<file path="src/rtl/fault_esc_pkg.sv">
package fault_esc_pkg;

  typedef enum logic [2:0] {
    CLS_IDLE    = 3'd0,
    CLS_BENIGN  = 3'd1,
    CLS_CONTRIB = 3'd2,
    CLS_PAGE    = 3'd3,
    CLS_DOUBLE  = 3'd4
  } exc_class_t;

  localparam int VEC_DOUBLE   = 8;
  localparam int VEC_NO_FPU   = 7;
  localparam int VEC_PAGE     = 14;
  localparam int VEC_ALIGN    = 17;
  localparam int VEC_MCHK     = 18;
  localparam int VEC_FPU_ERR  = 16;

endpackage

</file>
<file path="src/rtl/fault_esc_src.sv">
module fault_esc_src #(
  parameter int VEC_W = 8,
  parameter int ERR_W = 16
) (
  input  logic             exc_valid,
  input  logic [VEC_W-1:0] exc_vector,
  input  logic [ERR_W-1:0] exc_code,
  input  logic             task_sw,
  input  logic             fpu_op,
  output logic             src_valid,
  output logic [VEC_W-1:0] src_vector,
  output logic [ERR_W-1:0] src_code
);
  import fault_esc_pkg::*;

  logic fpu_trap;

  assign fpu_trap = fpu_op && task_sw;

  always_comb begin
    src_valid  = exc_valid || fpu_trap;
    src_vector = '0;
    src_code   = '0;
    if (exc_valid) begin
      src_vector = exc_vector;
      src_code   = exc_code;
    end else if (fpu_trap) begin
      src_vector = VEC_W'(VEC_NO_FPU);
    end
  end

endmodule

</file>
<file path="src/rtl/fault_esc_classify.sv">
module fault_esc_classify #(
  parameter int VEC_W    = 8,
  parameter int IRQ_BASE = 32
) (
  input  logic                        vec_in,
  input  logic [VEC_W-1:0]            vector,
  output fault_esc_pkg::exc_class_t   cls,
  output logic                        pushes_code,
  output logic                        code_is_zero,
  output logic                        reserved
);
  import fault_esc_pkg::*;

  always_comb begin
    cls          = CLS_BENIGN;
    pushes_code  = 1'b0;
    code_is_zero = 1'b0;
    reserved     = 1'b0;
    if (int'(vector) >= IRQ_BASE) begin
      cls = CLS_BENIGN;
    end else begin
      case (int'(vector))
        0, 9:                cls = CLS_CONTRIB;
        10, 11, 12, 13: begin
          cls         = CLS_CONTRIB;
          pushes_code = 1'b1;
        end
        VEC_PAGE: begin
          cls         = CLS_PAGE;
          pushes_code = 1'b1;
        end
        VEC_DOUBLE: begin
          cls          = CLS_DOUBLE;
          pushes_code  = 1'b1;
          code_is_zero = 1'b1;
        end
        VEC_ALIGN: begin
          cls          = CLS_BENIGN;
          pushes_code  = 1'b1;
          code_is_zero = 1'b1;
        end
        1, 2, 3, 4, 5, 6, VEC_NO_FPU, VEC_FPU_ERR, VEC_MCHK:
                             cls = CLS_BENIGN;
        default:             reserved = vec_in;
      endcase
    end
  end

endmodule

</file>
<file path="src/rtl/fault_esc_track.sv">
module fault_esc_track #(
  parameter int VEC_W = 8,
  parameter int ERR_W = 16
) (
  input  logic                      clk,
  input  logic                      rst,
  input  logic                      src_valid,
  input  logic [VEC_W-1:0]          src_vector,
  input  logic [ERR_W-1:0]          src_code,
  input  fault_esc_pkg::exc_class_t cls,
  input  logic                      pushes_code,
  input  logic                      code_is_zero,
  input  logic                      reserved,
  input  logic                      dlv_done,
  output logic                      issue,
  output logic [VEC_W-1:0]          issue_vector,
  output logic                      issue_has_code,
  output logic [ERR_W-1:0]          issue_code,
  output fault_esc_pkg::exc_class_t st_q,
  output logic                      shut_q
);
  import fault_esc_pkg::*;

  logic       accept;
  logic       severe;
  logic       escalate;
  logic       kill;
  exc_class_t st_d;

  assign accept   = src_valid && !reserved && !shut_q;
  assign severe   = (cls == CLS_CONTRIB) || (cls == CLS_PAGE);
  assign escalate = ((cls == CLS_CONTRIB) && (st_q == CLS_CONTRIB || st_q == CLS_PAGE)) ||
                    ((cls == CLS_PAGE) && (st_q == CLS_PAGE));
  assign kill     = severe && (st_q == CLS_DOUBLE);
  assign issue    = accept && !kill;

  always_comb begin
    issue_vector   = src_vector;
    issue_has_code = pushes_code;
    issue_code     = (pushes_code && !code_is_zero) ? src_code : '0;
    if (escalate) begin
      issue_vector   = VEC_W'(VEC_DOUBLE);
      issue_has_code = 1'b1;
      issue_code     = '0;
    end
  end

  always_comb begin
    st_d = st_q;
    if (issue)          st_d = escalate ? CLS_DOUBLE : cls;
    else if (!accept && dlv_done) st_d = CLS_IDLE;
  end

  always_ff @(posedge clk) begin
    if (rst) begin
      st_q   <= CLS_IDLE;
      shut_q <= 1'b0;
    end else begin
      st_q   <= st_d;
      shut_q <= shut_q || (accept && kill);
    end
  end

  // once set, shutdown is held
  a_r5_shut_sticky: assert property (@(posedge clk) disable iff (rst)
    shut_q |=> shut_q);

  // a reserved vector leaves the tracked class untouched
  a_r10_reserved_keeps_state: assert property (@(posedge clk) disable iff (rst)
    (src_valid && reserved && !dlv_done) |=> $stable(st_q));

endmodule

</file>
<file path="src/rtl/fault_esc_outreg.sv">
module fault_esc_outreg #(
  parameter int VEC_W = 8,
  parameter int ERR_W = 16
) (
  input  logic             clk,
  input  logic             rst,
  input  logic             issue,
  input  logic [VEC_W-1:0] issue_vector,
  input  logic             issue_has_code,
  input  logic [ERR_W-1:0] issue_code,
  output logic             out_valid,
  output logic [VEC_W-1:0] out_vector,
  output logic             out_has_code,
  output logic [ERR_W-1:0] out_code
);

  always_ff @(posedge clk) begin
    if (rst || !issue) begin
      out_valid    <= 1'b0;
      out_vector   <= '0;
      out_has_code <= 1'b0;
      out_code     <= '0;
    end else begin
      out_valid    <= 1'b1;
      out_vector   <= issue_vector;
      out_has_code <= issue_has_code;
      out_code     <= issue_code;
    end
  end

  // no code value without the code flag
  a_r2_code_needs_flag: assert property (@(posedge clk) disable iff (rst)
    !out_has_code |-> (out_code == '0));

endmodule

</file>
<file path="src/rtl/fault_escalator.sv">
module fault_escalator #(
  parameter int VEC_W    = 8,
  parameter int ERR_W    = 16,
  parameter int IRQ_BASE = 32
) (
  input  logic             clk,
  input  logic             rst,
  input  logic             exc_valid,
  input  logic [VEC_W-1:0] exc_vector,
  input  logic [ERR_W-1:0] exc_code,
  input  logic             dlv_done,
  input  logic             task_sw,
  input  logic             fpu_op,
  output logic             out_valid,
  output logic [VEC_W-1:0] out_vector,
  output logic             out_has_code,
  output logic [ERR_W-1:0] out_code,
  output logic             shutdown
);
  import fault_esc_pkg::*;

  logic             src_valid;
  logic [VEC_W-1:0] src_vector;
  logic [ERR_W-1:0] src_code;
  exc_class_t       cls_w;
  logic             pushes_w;
  logic             zero_w;
  logic             rsv_w;
  logic             issue_w;
  logic [VEC_W-1:0] iss_vec_w;
  logic             iss_has_w;
  logic [ERR_W-1:0] iss_code_w;
  exc_class_t       st_w;

  fault_esc_src #(.VEC_W(VEC_W), .ERR_W(ERR_W)) u_src (
    .exc_valid (exc_valid), .exc_vector(exc_vector), .exc_code(exc_code),
    .task_sw   (task_sw),   .fpu_op    (fpu_op),
    .src_valid (src_valid), .src_vector(src_vector), .src_code(src_code)
  );

  fault_esc_classify #(.VEC_W(VEC_W), .IRQ_BASE(IRQ_BASE)) u_cls (
    .vec_in      (src_valid), .vector(src_vector), .cls(cls_w),
    .pushes_code (pushes_w),  .code_is_zero(zero_w), .reserved(rsv_w)
  );

  fault_esc_track #(.VEC_W(VEC_W), .ERR_W(ERR_W)) u_trk (
    .clk (clk), .rst(rst),
    .src_valid(src_valid), .src_vector(src_vector), .src_code(src_code),
    .cls(cls_w), .pushes_code(pushes_w), .code_is_zero(zero_w), .reserved(rsv_w),
    .dlv_done(dlv_done),
    .issue(issue_w), .issue_vector(iss_vec_w), .issue_has_code(iss_has_w),
    .issue_code(iss_code_w), .st_q(st_w), .shut_q(shutdown)
  );

  fault_esc_outreg #(.VEC_W(VEC_W), .ERR_W(ERR_W)) u_out (
    .clk(clk), .rst(rst),
    .issue(issue_w), .issue_vector(iss_vec_w), .issue_has_code(iss_has_w),
    .issue_code(iss_code_w),
    .out_valid(out_valid), .out_vector(out_vector),
    .out_has_code(out_has_code), .out_code(out_code)
  );

  // contributory on top of contributory becomes a double fault
  a_r3_contrib_pair: assert property (@(posedge clk) disable iff (rst)
    (src_valid && cls_w == CLS_CONTRIB && st_w == CLS_CONTRIB && !shutdown)
    |=> (out_valid && out_vector == VEC_W'(VEC_DOUBLE) && out_has_code && out_code == '0));

  // no result issued while shut down
  a_r5_silent_when_shut: assert property (@(posedge clk) disable iff (rst)
    shutdown |=> !out_valid);

  // external interrupt vectors never carry a code
  a_r7_irq_no_code: assert property (@(posedge clk) disable iff (rst)
    (out_valid && int'(out_vector) >= IRQ_BASE) |-> !out_has_code);

  // reserved vectors produce no result
  a_r10_reserved_silent: assert property (@(posedge clk) disable iff (rst)
    (exc_valid && rsv_w) |=> !out_valid);

endmodule

</file>
<file path="config.mk">
export PLATFORM = sky130hd
export DESIGN_NAME = fault_escalator
export DESIGN_NICKNAME = d
export VERILOG_FILES = /design/src/rtl/fault_esc_pkg.sv /design/src/rtl/fault_esc_src.sv /design/src/rtl/fault_esc_classify.sv /design/src/rtl/fault_esc_track.sv /design/src/rtl/fault_esc_outreg.sv /design/src/rtl/fault_escalator.sv
export SDC_FILE = /design/constraint.sdc
export NUM_CORES = 1
export LEC_CHECK = 0
export BUFFER_PORTS_ARGS = -buffer_cell sky130_fd_sc_hd__buf_2
export CORE_MARGIN = 1.5
export CORE_UTILIZATION = 49
export DETAILED_ROUTE_END_ITERATION = 10
export PLACE_DENSITY = 0.83
export SETUP_SLACK_MARGIN = 0.02
export SYNTH_ARGS = -nofsm -noshare
export SYNTH_HDL_FRONTEND = slang
export SYNTH_SLANG_ARGS = --single-unit
</file>
<file path="constraint.sdc">
create_clock -name clk -period 4.8 [get_ports clk]
set_clock_uncertainty 0.1 [all_clocks]
set_input_delay 0.48 -clock clk [delete_from_list [all_inputs] [get_ports clk]]
set_output_delay 0.48 -clock clk [all_outputs]
set_load 0.02 [all_outputs]
</file>
Word-level counts from Yosys, hierarchy flattened
Index checks and enable logic that the tools add are counted.
Widths: inputs -> output; s select.
{"block": "word_totals", "ff_bits": 30, "input_bits": 30, "wordCells": 78}
{"block": "classes", "order_cmp": 1, "eq_ne": 22, "mux": 16, "bitwise_logic": 2, "reduce_logical": 30}
{"operator": "$eq 8x4->1 const B", "n": 7}
{"operator": "$eq 8x3->1 const B", "n": 4}
{"operator": "$eq 8x5->1 const B", "n": 3}
{"operator": "$reduce_or 18->1", "n": 1}
{"operator": "$eq 8x2->1 const B", "n": 2}
{"operator": "$mux 3", "n": 5}
{"operator": "$eq 3x2->1 const B", "n": 4}
{"operator": "$logic_and 1x1->1", "n": 10}
{"operator": "$pmux 3 s3", "n": 1}
{"operator": "$eq 8x1->1 const B", "n": 1}
{"operator": "$ge 8x6->1 const B", "n": 1}
{"operator": "$logic_not 8->1", "n": 1}
{"operator": "$mux 1", "n": 8}
{"operator": "$mux 8", "n": 1}
{"operator": "$reduce_or 7->1", "n": 1}
{"operator": "$logic_not 1->1", "n": 6}
{"operator": "$logic_or 1x1->1", "n": 6}
{"operator": "$reduce_or 6->1", "n": 1}
{"operator": "$mux 4", "n": 1}
{"operator": "$reduce_or 2->1", "n": 2}
{"operator": "$reduce_or 4->1", "n": 1}
{"operator": "$eq 3x3->1 const B", "n": 1}
{"operator": "$not 1->1", "n": 2}
{"operator": "$reduce_bool 2->1", "n": 1}

Logic depth before layout (Yosys ltp)
Gate-level depths: netlist (run 1).
{"block": "depth", "ltp_word": 15, "depth_mapped": 8, "ltp_nobuf": 6}

By module
A second synthesis (run 1) with hierarchy kept.
{"block": "unflattened", "cells_unflattened": 170, "area_unflattened_um2": 1612.8}
{"module": "fault_esc_outreg", "instances": 1, "cells_each": 56, "area_per_inst_um2": 778.2, "seq_area_each_um2": 520.5}
{"module": "fault_esc_track", "instances": 1, "cells_each": 52, "area_per_inst_um2": 435.4, "seq_area_each_um2": 80.1}
{"module": "fault_esc_classify", "instances": 1, "cells_each": 31, "area_per_inst_um2": 207.7, "seq_area_each_um2": 0.0}
{"module": "fault_esc_src", "instances": 1, "cells_each": 31, "area_per_inst_um2": 191.4, "seq_area_each_um2": 0.0}

Worst setup path before layout (run 1)
Ideal clock, no wire load.
{"block": "synth_timing", "path_type": "input to register", "start": "in exc_vector[0]", "end": "reg u_out.out_code[15]", "t_arrival_ns": 2.466, "slack_ns": 2.142, "cell_stages": 8, "n_path_buf": 2, "cell_sequence": "clkbuf_1 or4_1 o2111ai_1 a21oi_1 a311o_1 buf_2 or3b_1 nor4_1"}
{"block": "synth_between", "elab_chain_cells": 13, "word_cells_on_any_way": 50, "cone_classes": "order compare (1); eq/ne (19); mux (9); bitwise (1); reduce/logical (20)"}
{"element": "from (decl)", "line_no": "fault_escalator.sv:9", "rtl": "input logic [VEC_W-1:0] exc_vector,"}
{"element": "$mux 8 *", "line_no": "fault_esc_src.sv:24", "rtl": "if (exc_valid) begin"}
{"element": "$eq 8x4->1 or $logic_not 8->1 (tied branches)", "line_no": "fault_esc_classify.sv:22", "rtl": "case (int'(vector))"}
{"element": "$reduce_or 6->1 (no line)"}
{"element": "$pmux 3 s3", "line_no": "fault_esc_classify.sv:22"}
{"element": "$mux 3", "line_no": "fault_esc_classify.sv:19", "rtl": "if (int'(vector) >= IRQ_BASE) begin"}
{"element": "$eq 3x2->1, on equally long branches", "line_no": "fault_esc_track.sv:31, fault_esc_track.sv:32, fault_esc_track.sv:33"}
{"element": "$logic_or 1x1->1", "line_no": "fault_esc_track.sv:31", "rtl": "assign severe = (cls == CLS_CONTRIB) || (cls == CLS_PAGE);"}
{"element": "$logic_and 1x1->1", "line_no": "fault_esc_track.sv:34", "rtl": "assign kill = severe && (st_q == CLS_DOUBLE);"}
{"element": "$logic_not 1->1", "line_no": "fault_esc_track.sv:35", "rtl": "assign issue = accept && !kill;"}
{"element": "$logic_and 1x1->1", "line_no": "fault_esc_track.sv:35"}
{"element": "$logic_not 1->1", "line_no": "fault_esc_outreg.sv:18", "rtl": "if (rst || !issue) begin"}
{"element": "$logic_or 1x1->1", "line_no": "fault_esc_outreg.sv:18"}
{"element": "$reduce_or 4->1 (no line) *"}
{"element": "to (signal assigned)", "line_no": "fault_esc_outreg.sv:27", "rtl": "out_code <= issue_code;"}
{"element": "to (decl)", "line_no": "fault_esc_outreg.sv:14", "rtl": "output logic [ERR_W-1:0] out_code"}
Mark *: on every way between the ends. The rest lies on a longest branch, timed or not.
A chain may end at the register's enable or synchronous reset.

Worst setup path in the final report (run 1)
{"block": "layout_timing", "start": "in exc_valid", "end": "reg u_out.out_code[3]"}
{"block": "layout_between", "elab_chain_cells": 13, "word_cells_on_any_way": 52, "cone_classes": "order compare (1); eq/ne (19); mux (9); bitwise (2); reduce/logical (21)"}
{"element": "from (decl)", "line_no": "fault_escalator.sv:8", "rtl": "input logic exc_valid,"}
{"element": "$mux 8", "line_no": "fault_esc_src.sv:24"}
{"element": "$eq 8x4->1 or $logic_not 8->1 (tied branches)", "line_no": "fault_esc_classify.sv:22"}
{"element": "$reduce_or 6->1 (no line)"}
{"element": "$pmux 3 s3", "line_no": "fault_esc_classify.sv:22"}
{"element": "$mux 3", "line_no": "fault_esc_classify.sv:19"}
{"element": "$eq 3x2->1, on equally long branches", "line_no": "fault_esc_track.sv:31, fault_esc_track.sv:32, fault_esc_track.sv:33"}
{"element": "$logic_or 1x1->1", "line_no": "fault_esc_track.sv:31"}
{"element": "$logic_and 1x1->1", "line_no": "fault_esc_track.sv:34"}
{"element": "$logic_not 1->1", "line_no": "fault_esc_track.sv:35"}
{"element": "$logic_and 1x1->1", "line_no": "fault_esc_track.sv:35"}
{"element": "$logic_not 1->1", "line_no": "fault_esc_outreg.sv:18"}
{"element": "$logic_or 1x1->1", "line_no": "fault_esc_outreg.sv:18"}
{"element": "$reduce_or 4->1 (no line) *"}
Marked as above.

==> run_results.csv, run 1 <==
group,metric,value,unit
placed_design,place_ws,1.659,ns
clock_tree,cts.clk_slew.worst_paths,0.09,ns
route,vias,1210,
route,initialDrtViolationCount,30,
yosys,synth_area,1235,µm²
yosys,synth_nets,164,
cells_and_area,multi_input_area,576.8,µm²
setup_path,crit_arrival,2.98,ns
yosys,synth.area.mux_share,0,
clock_tree,cts_buffers,5,
route,ant_nets,0,
yosys,synth_top_family_by_area,"simple AND/OR/NAND/NOR gates",
run_status,status,"finished, final reports clean",
clock_tree,clkSinkCount,30,
cells_and_area,area_growth,31.61,%
route,route.detailed.drc,0,
die,fp.dieH,53.20,µm
setup_path,r2r_slack,2.98,ns
yosys,yosysWarnings,0,
grt,antenna_found_initial,0,
setup_path,end_kind,"register",
die,die_width,53.20,µm
cells_and_area,nNetsFinal,219,
sta,fmax,354.2,MHz
clock_tree,cts-root-buf,"clkbuf_4",
yosys,synth_cell_types,33,
clock_tree,cts_hold_buffers,0,
placed_design,dpl.cell_count,212,
sta,whs,0.2754,ns
sta,slew_viol_final,0,
grt,gr-usage-all-layers,0.2088,
yosys,synth_compound_area_frac,0.1378,
grt,grt_first_pass_wirelength,4.229,mm
power,ir_worst_vdd,0.0003142,V
die,start_util,0.5077,
setup_path,start_kind,"primary input",
setup_path,critPathKind,"in -> reg",
yosys,synth_area_per_cell,9.216,µm²
setup_path,cp_max_fo,17,
yosys,yosys.area_share.adder,0,
setup_path,required,4.96,ns
cells_and_area,regArea,600.6,µm²
die,core.rowCount,18,
route,first_pass_iters,4,
yosys,synth.ff_latch_count,30,
placed_design,gp_congestion,0.9392,
clock_tree,postCtsSetupBuffers,0,
power,powerDensity,354.1,nW/µm²
sta,hold_violations,0,
sta,setup_violations,0,
sta,max-slew-margin-rel,0.5380,
cells_and_area,final_cell_mix,"56 x buf_2, 30 x dfxtp_1, 13 x a21oi_1, 13 x and4_1",
sta,final.period_utilization,0.5882,
sta,tightestPinTransition,0.6899,ns
cells_and_area,fin_cells,220,
clock_tree,cts_tree,"built",
grt,grt_max_degree,18,
cells_and_area,layout_commonest_cell,"buf_2",
clock_tree,htreeDepth,2,
cells_and_area,final_util,0.6682,
sta,period_needed,2.824,ns
yosys,yosys.area_share.simple,0.3222,
die,die-area,2830,µm²
cells_and_area,drive_above_1_share,0.3526,
clock_tree,postCtsResizedCells,0,
route,drt_wl_total,2.805,mm
sta,setup_tns,0,ns
yosys,syn_inst,134,
min_path,min_path_type,"in -> reg",
die,design.core.area,2432,µm²
cells_and_area,insertedDiodeCount,0,
placed_design,dp_hpwl,2.158,mm
clock_tree,clk_latency,0.32,ns
grt,grt_pass1_vias,1093,
sta,setup_slack,1.976,ns
die,io_pins,57,
flow_run,cap_violations,0,
sta,rsz0062_at_grt,"false",
yosys,ys_seq_area_frac,0.4863,
power,leakagePower,0.0007832,µW
route,vias_per_cell,5.500,
route,post_drt_wl_per_cell,12.75,µm
yosys,synth_xor_area_frac,0.007092,
clock_tree,cts_buffer_depth,2,
grt,grt-ovfl-total,0,
placed_design,port_buffers,56,
cells_and_area,n_fill_cell,213,
-- cell usage after synthesis, drive strengths merged --
cell type / number / area [µm²]
dfxtp: 30 / 600.6
a21oi: 13 / 65.06
and4: 13 / 113.9
nand2: 9 / 33.78
nor2: 9 / 33.78
nor4: 7 / 43.79
clkbuf: 6 / 22.52
nand3: 6 / 30.03
inv: 5 / 18.77
and2: 4 / 25.02
nand2b: 3 / 18.77
o21ai: 3 / 15.01
and3b: 2 / 17.52
buf: 2 / 16.26
nand3b: 2 / 15.01
nor3: 2 / 10.01
o21a: 2 / 15.01
o31ai: 2 / 15.01
or4: 2 / 18.77
a21o: 1 / 7.510
a22o: 1 / 8.760
a311o: 1 / 10.01
nor3b: 1 / 12.51
nor4bb: 1 / 10.01
o2111ai: 1 / 8.760
o211ai: 1 / 7.510
o2bb2ai: 1 / 8.760
o31a: 1 / 8.760
or2: 1 / 6.260
or3b: 1 / 8.760
xor2: 1 / 8.760
-- power by group --
part	switching, µW	internal (µW)	leakage [µW]
registers	1.63	253	0.000243
logic	34.2	22.3	0.000482
clock network	87.7	176	0.0000585
-- kinds of logic (layout without fill, tap and decap cells) --
family,after synthesis,in the layout
AOI/OAI and AO/OA,27,27
xor gates and xnor gates,1,1
buffers and inverters,13,69
DFF,30,30
and+or+nand+nor,63,63
-- metrics by stage --
stage | area (µm²) | total power [µW]
2_1_floorplan | 1235 | 295.6
3_3_place_gp | 1514 | 315.1
3_5_place_dp | 1514 | 316.4
4_1_cts | 1625 | 578.3
5_1_grt | 1625 | 596.9
6_report | 1625 | 575.5
-- metal layers --
metal / track usage / wire length, µm / vias up / part of all wire
met3: 0.06215 / 250 / 8 / 0.089
met2: 0.3621 / 1332 / 63 / 0.47
li1: - / - / 605 / -
met1: 0.2209 / 1180 / 534 / 0.42
met5: 0 / 0 / - / 0
met4: 0.1197 / 42 / 0 / 0.015
-- worst paths after layout --
path,start,to,cells after the start
setup / recovery,exc_valid,u_out.out_code[3],7
hold / removal,exc_code[5],u_out.out_code[5],3
setup reg to reg,u_trk.shut_q,u_out.out_code[3],3
hold reg to reg,u_trk.st_q[1],u_trk.st_q[1],2
-- cell type report --
type                    instances  area share
inverters                       5     0.01155
clock inverters                 2     0.03695
multi-input cells              91      0.3549
clock buffers                   6     0.03156
flip-flops and latches         30      0.3695
repair buffers                 56      0.1724
well taps                      30     0.02309
-- registers in the layout, summed over array words and instances (netlist names) --
signal,count
u_out.out_has_code,1
u_out.out_vector,8
u_trk.st_q,3
u_trk.shut_q,1
u_out.out_valid,1
u_out.out_code,16
-- critical path, cell delays in order --
cell      delay, ns
buf_2          0.20
nor4bb_1       0.38
nand3_1        0.16
o21a_1         0.35
a311o_1        0.51
nor3b_2        0.62
and4_1         0.28
Note: power is estimated with default switching activity, not from simulation.
==> inputs of run 2 (changes only) <==
ABC_AREA = 1   (was default)
CORE_UTILIZATION = 48   (was 49)
PLACE_DENSITY = 0.79   (was 0.83)
clock period = 2.7 ns   (was 4.8 ns; I/O delays follow)
==> run 2 against run 1 <==
  * Total power up 43%
  * Clock power is 13% lower
  * The run now ends with design-rule violations left
  * Register-to-register slack got worse by 2.0 ns
  * First-iteration DRC count rose by 77%
  * Setup slack worse by 1.2 ns
  * Via count rose by 4.1%
  * Clock-buffer cell count is 1 lower
  * Largest cell class is now multi-input gates
  * Final cell count increased by 24%
  * Die area rose by 18%
  * Final area rose by 9.2%
  * Critical path depth is 6 higher
==> run_results.csv, run 2 <==
group,metric,value,unit
run_status,status,"finished, violations left",
run_status,violations,"design-rule violations",
cells_and_area,n_fill_cell,266,
placed_design,placed_cell_area,1728,µm²
setup_path,crit_arrival,2.10,ns
yosys,synth_edf_count,0,
die,die-area,3349,µm²
clock_tree,cts_buffer_depth,2,
yosys,yosys-top-cells-count,"30 x dfxtp_1, 30 x inv_1, 30 x nand2_1",
cells_and_area,largest-register,"u_out.out_code",
power,combPwrFrac,0.170,
route,initialDrtViolationCount,53,
sta,whs,0.06372,ns
yosys,synth_xor_area_frac,0,
power,ir_worst_vdd,0.0003174,V
power,p_sw_frac,0.2798,
clock_tree,postCtsResizedCells,0,
yosys,synth_top_area_cell,"dfxtp_1",
yosys,yosys.area_share.adder,0,
clock_tree,clk_latency,0.31,ns
placed_design,dp_hpwl,2.033,mm
clock_tree,cts_hold_buffers,0,
route,first_pass_iters,7,
placed_design,port_buffers,56,
power,clkPwrFrac,0.278,
yosys,synth.area.mux_share,0,
sta,period_needed,1.954,ns
yosys,syn_inst,181,
die,design.core.area,2805,µm²
power,leakagePower,0.001004,µW
grt,grt_pass1_vias,1033,
placed_design,gp_congestion,0.8880,
cells_and_area,final_cell_mix,"56 x buf_2, 30 x inv_1, 30 x nand2_1, 30 x dfxtp_1, 24 x nor2_1",
cells_and_area,largest_reg_flops,16,
setup_path,end_kind,"register",
clock_tree,htreeDepth,2,
min_path,whs_path_depth,3,
sta,setup_tns,0,ns
yosys,netlist.area_leader.share,0.4156,
power,powerDensity,464.8,nW/µm²
flow_run,cap_violations,0,
clock_tree,postCtsSetupBuffers,0,
route,ant_nets,0,
power,power.internal,594.4,µW
clock_tree,cts-root-buf,"clkbuf_4",
cells_and_area,drive_above_1_share,0.4108,
setup_path,cp_cell_sequence,"buf_2 -> inv_1 -> nand3_2 -> nand3_1 -> nor2_1 -> nand2_4 -> nand2_1 -> nor2_1 -> nand2_2 -> nand3_2 -> nor2_4 -> nand2_4 -> nor2_1",
grt,grt-ovfl-total,0,
route,vias,1260,
cells_and_area,nNetsFinal,271,
cells_and_area,final_util,0.6329,
sta,hold_violations,0,
yosys,synth_top_flop_cell,"dfxtp_1",
yosys,ys_seq_area_frac,0.4156,
yosys,yosysWarnings,0,
yosys,synth_top_family_by_area,"simple AND/OR/NAND/NOR gates",
cells_and_area,reg_top3,"u_out.out_code x16, u_out.out_vector x8, u_trk.st_q x3",
power,p_sw,230.9,µW
sta,max-slew-margin-rel,0.7659,
clock_tree,cts_tree,"built",
yosys,synth_nets,211,
grt,antenna_found_initial,0,
yosys,synth_area,1445,µm²
cells_and_area,layout_commonest_cell,"buf_2",
route,route.detailed.drc,10,
yosys,synth_area_per_cell,7.984,µm²
yosys,synth.ff_latch_count,30,
clock_tree,cts.clk_slew.worst_paths,0.08,ns
yosys,async_reset_ff_frac,0,
die,io_pins,57,
setup_path,cp_max_fo,16,
setup_path,start_kind,"primary input",
route,vias_per_cell,4.632,
cells_and_area,area_growth,22.86,%
clock_tree,clkSinkCount,30,
sta,setup_violations,0,
sta,tightestPinTransition,0.3508,ns
cells_and_area,multi_input_area,691.9,µm²
sta,rsz0062_at_grt,"false",
setup_path,required,2.85,ns
sta,slew_viol_final,0,
die,core.rowCount,19,
cells_and_area,insertedDiodeCount,0,
setup_path,worst_path_most_repeated_cell,"nor2_1",
die,fp.dieH,57.87,µm
route,drt_wl_total,2.539,mm
grt,gr-usage-all-layers,0.1582,
min_path,min_path_type,"in -> reg",
yosys,synth_compound_area_frac,0.01645,
setup_path,reg2regPathDepth,7,
yosys,synth_area_leaders,"dfxtp_1 42%, nor2_4 11%, inv_1 7.8%",
yosys,yosys.area_share.simple,0.4623,
sta,fmax,511.8,MHz
die,start_util,0.5152,
power,p_seq_frac,0.552,
clock_tree,cts_buffers,5,
cells_and_area,regArea,600.6,µm²
sta,final.period_utilization,0.7236,
die,die_width,57.87,µm
setup_path,slowest_delay,0.26,ns
setup_path,cp_slowest_cell,"buf_2",
grt,grt_max_degree,17,
route,post_drt_wl_per_cell,9.335,µm
cells_and_area,final_area,1775,µm²
yosys,synth_cell_types,21,
grt,grt_first_pass_wirelength,4.036,mm
setup_path,critPathKind,"in -> reg",
[run 2: area by class of cell]
type | instances | share of cell area
multi-input combinational | 117 | 0.3897
clock inverter | 2 | 0.005638
sequential | 30 | 0.3383
timing repair buffer | 56 | 0.1579
inverter | 31 | 0.06554
clock buffer | 5 | 0.02114
tap | 31 | 0.02185
[run 2: logic make-up (layout without fill, tap and decap cells)]
kind of cell,count (synthesis),after routing
flip-flops,30,30
buffers and inverters,34,94
AND/OR/NAND/NOR,113,113
AO/OA/AOI/OAI,4,4
[run 2: per-stage QoR]
step	setup WS [ns]	total power, µW	cells
6_report	0.7462	825.2	272
4_1_cts	0.7583	831.9	272
3_5_place_dp	0.4209	605.4	265
2_1_floorplan	1.079	564.1	181
3_3_place_gp	0.4732	605.5	265
5_1_grt	0.5556	867.2	272
[run 2: worst paths after layout]
| kind | from | end | slack (ns) |
|---|---|---|---|
| worst max-delay path | exc_valid | u_out.out_code[8] | 0.75 |
| worst min-delay path | exc_code[10] | u_out.out_code[10] | 0.06 |
| worst max register to register | u_trk.st_q[1] | u_out.out_code[8] | 1.03 |
| worst min register to register | u_trk.shut_q | u_trk.shut_q | 0.41 |
[run 2: power by group through the flow]
stage | registers, µW | clock network (µW) | logic, µW
2_1_floorplan | 476 | 0 | 88.5
6_report | 455 | 229 | 141
3_3_place_gp | 466 | 0 | 140
3_5_place_dp | 466 | 0 | 140
5_1_grt | 456 | 255 | 156
4_1_cts | 455 | 236 | 141
[run 2: critical path, delay by kind of cell]
family / cells / cell delay [ns]
buf+inv: 2 / 0.39
simple gates: 11 / 1.45
[run 2: metal layers]
metal,GRT usage,vias up,share of wire
met1,0.1986,541,0.46
li1,-,676,-
met2,0.2419,43,0.47
met4,0.05980,0,0
met3,0.06696,0,0.074
met5,0,-,0
==> inputs of run 3 (changes only) <==
CORE_UTILIZATION = 43   (was 48)
PLACE_DENSITY = 0.75   (was 0.79)
clock period = 1.6 ns   (was 2.7 ns; I/O delays follow)
==> run 3 against run 2 <==
  * Final cell count up 22%
  * Clock-buffer cell count stayed put
  * Routed wire length up 69%
  * Core utilization increased by 12 points
  * Sequential cell count unchanged
  * Combinational power grew to 2.9 times the previous value
  * Via count rose by 24%
  * Setup slack worse by 0.70 ns
  * The flow now finishes without violations
  * Global-route usage is 4.7 points higher
  * Clock power grew 73%
  * First-iteration DRC count increased by 21%
  * Critical path depth is 4 lower
==> run_results.csv, run 3 (synthesized netlist as in run 2, its figures left out) <==
group,metric,value,unit
die,start_util,0.4620,
cells_and_area,largest_reg_flops,16,
setup_path,cp_max_fo,2,
sta,fmax,644.1,MHz
sta,tightestPinTransition,0.2945,ns
sta,hold_violations,0,
sta,setup_tns,0,ns
sta,setup_violations,0,
placed_design,dpl.cell_count,305,
route,vias_per_cell,4.679,
sta,slew_viol_final,0,
die,fp.dieH,60.97,µm
power,powerDensity,665.4,nW/µm²
cells_and_area,drive_above_1_share,0.5087,
clock_tree,cts_buffer_depth,2,
power,power,1574,µW
clock_tree,cts_buffers,5,
clock_tree,clkSinkCount,30,
placed_design,placed_cell_area,1959,µm²
die,io_pins,57,
setup_path,end_kind,"register",
sta,final.period_utilization,0.9704,
grt,gr-usage-all-layers,0.2055,
placed_design,dp_hpwl,2.482,mm
die,die_width,60.97,µm
setup_path,required,1.71,ns
cells_and_area,n_fill_cell,203,
power,ir_worst_vdd,0.0004916,V
cells_and_area,final_util,0.7564,
clock_tree,clk_latency,0.31,ns
clock_tree,cts-root-buf,"clkbuf_4",
grt,grt-ovfl-total,0,
grt,grt_max_degree,17,
cells_and_area,reg_top3,"u_out.out_code x16, u_out.out_vector x8, u_trk.st_q x3",
die,design.core.area,3128,µm²
power,leakagePower,0.001255,µW
cells_and_area,insertedDiodeCount,0,
grt,antenna_found_initial,0,
die,die-area,3717,µm²
cells_and_area,nNetsFinal,319,
route,route.detailed.drc,0,
cells_and_area,regArea,600.6,µm²
sta,period_needed,1.553,ns
route,initialDrtViolationCount,64,
cells_and_area,final_cell_mix,"55 x buf_2, 30 x inv_1, 30 x dfxtp_1, 28 x buf_4, 21 x nand2_1",
route,vias,1558,
grt,grt_first_pass_wirelength,5.651,mm
run_status,status,"finished, final reports clean",
die,core.rowCount,20,
cells_and_area,layout_commonest_cell,"buf_2",
route,first_pass_iters,4,
placed_design,port_buffers,56,
cells_and_area,multi_input_area,848.3,µm²
route,post_drt_wl_per_cell,12.85,µm
sta,max-slew-margin-rel,0.8032,
flow_run,cap_violations,0,
clock_tree,htreeDepth,2,
setup_path,crit_arrival,1.67,ns
clock_tree,cts_tree,"built",
cells_and_area,final_area,2366,µm²
route,ant_nets,0,
grt,grt_pass1_vias,1393,
min_path,min_path_type,"in -> reg",
setup_path,start_kind,"register",
cells_and_area,fin_cells,333,
setup_path,critPathKind,"reg -> reg",
cells_and_area,largest-register,"u_out.out_code",
route,drt_wl_total,4.280,mm
cells_and_area,area_growth,63.72,%
placed_design,gp_congestion,0.8077,
clock_tree,cts.clk_slew.worst_paths,0.08,ns
run 3: cell types whose count changed in the layout (fill, tap and decap cells not counted), sizes merged:
cell         delta
buf            +30
dlygate4sd3    +17
nand2           +1
run 3: path summary, 6_finish.rpt:
kind         cells past startpoint  slack (ns)           from             to
min                              4        0.08       dlv_done  u_trk.st_q[1]
min reg2reg                      2        0.41   u_trk.shut_q   u_trk.shut_q
max reg2reg                      9        0.05  u_trk.st_q[0]  u_trk.st_q[0]
max                              9        0.05  u_trk.st_q[0]  u_trk.st_q[0]
run 3: where the power goes:
part	switching [µW]	internal [µW]	total [µW]
clock network	239	158	396
registers	4.62	763	768
logic	225	185	410
run 3: repair_timing:
action | 4_1_cts | 5_1_grt
endpoints found under the hold margin | 16 | 1
gates resized for setup | 1 | 35
pin swaps | 0 | 12
endpoints found under the setup margin | 16 | 21
setup buffers | 0 | 3
hold buffers | 16 | 1
gates cloned | 0 | 1
run 3: layer usage:
metal | vias up | global-route usage | wire [µm]
met3 | 19 | 0.05544 | 233
met4 | 0 | 0.05901 | 148
met2 | 64 | 0.3794 | 2266
met1 | 702 | 0.2299 | 1631
met5 | - | 0 | 0
li1 | 773 | - | -
run 3: final cells by class:
class	instances	share of cell area
sequential	30	0.2538
clock buffer	5	0.01586
clock inverter	2	0.004231
tap	44	0.02327
inverter	31	0.04918
multi-input combinational	118	0.3585
timing repair buffer	103	0.2951
run 3: per-stage QoR:
stage	hold slack (ns)	worst slack, ns
detailed placement	0.2816	-0.2663
global placement	0.2753	-0.1977
floorplan	0.1324	0.08887
finish	0.07599	0.04736
global route	0.09636	-0.03555
CTS	0.006159	0.02452
run 3: worst max-delay path: stages, from the launching register on:
cell and delay, ns:
dfxtp_1 0.33, inv_1 0.06, nor3_2 0.16, nand4_1 0.22
nand3_4 0.14, nor2_4 0.04, buf_4 0.15, buf_6 0.12
nand2_1 0.08, nand2_1 0.05
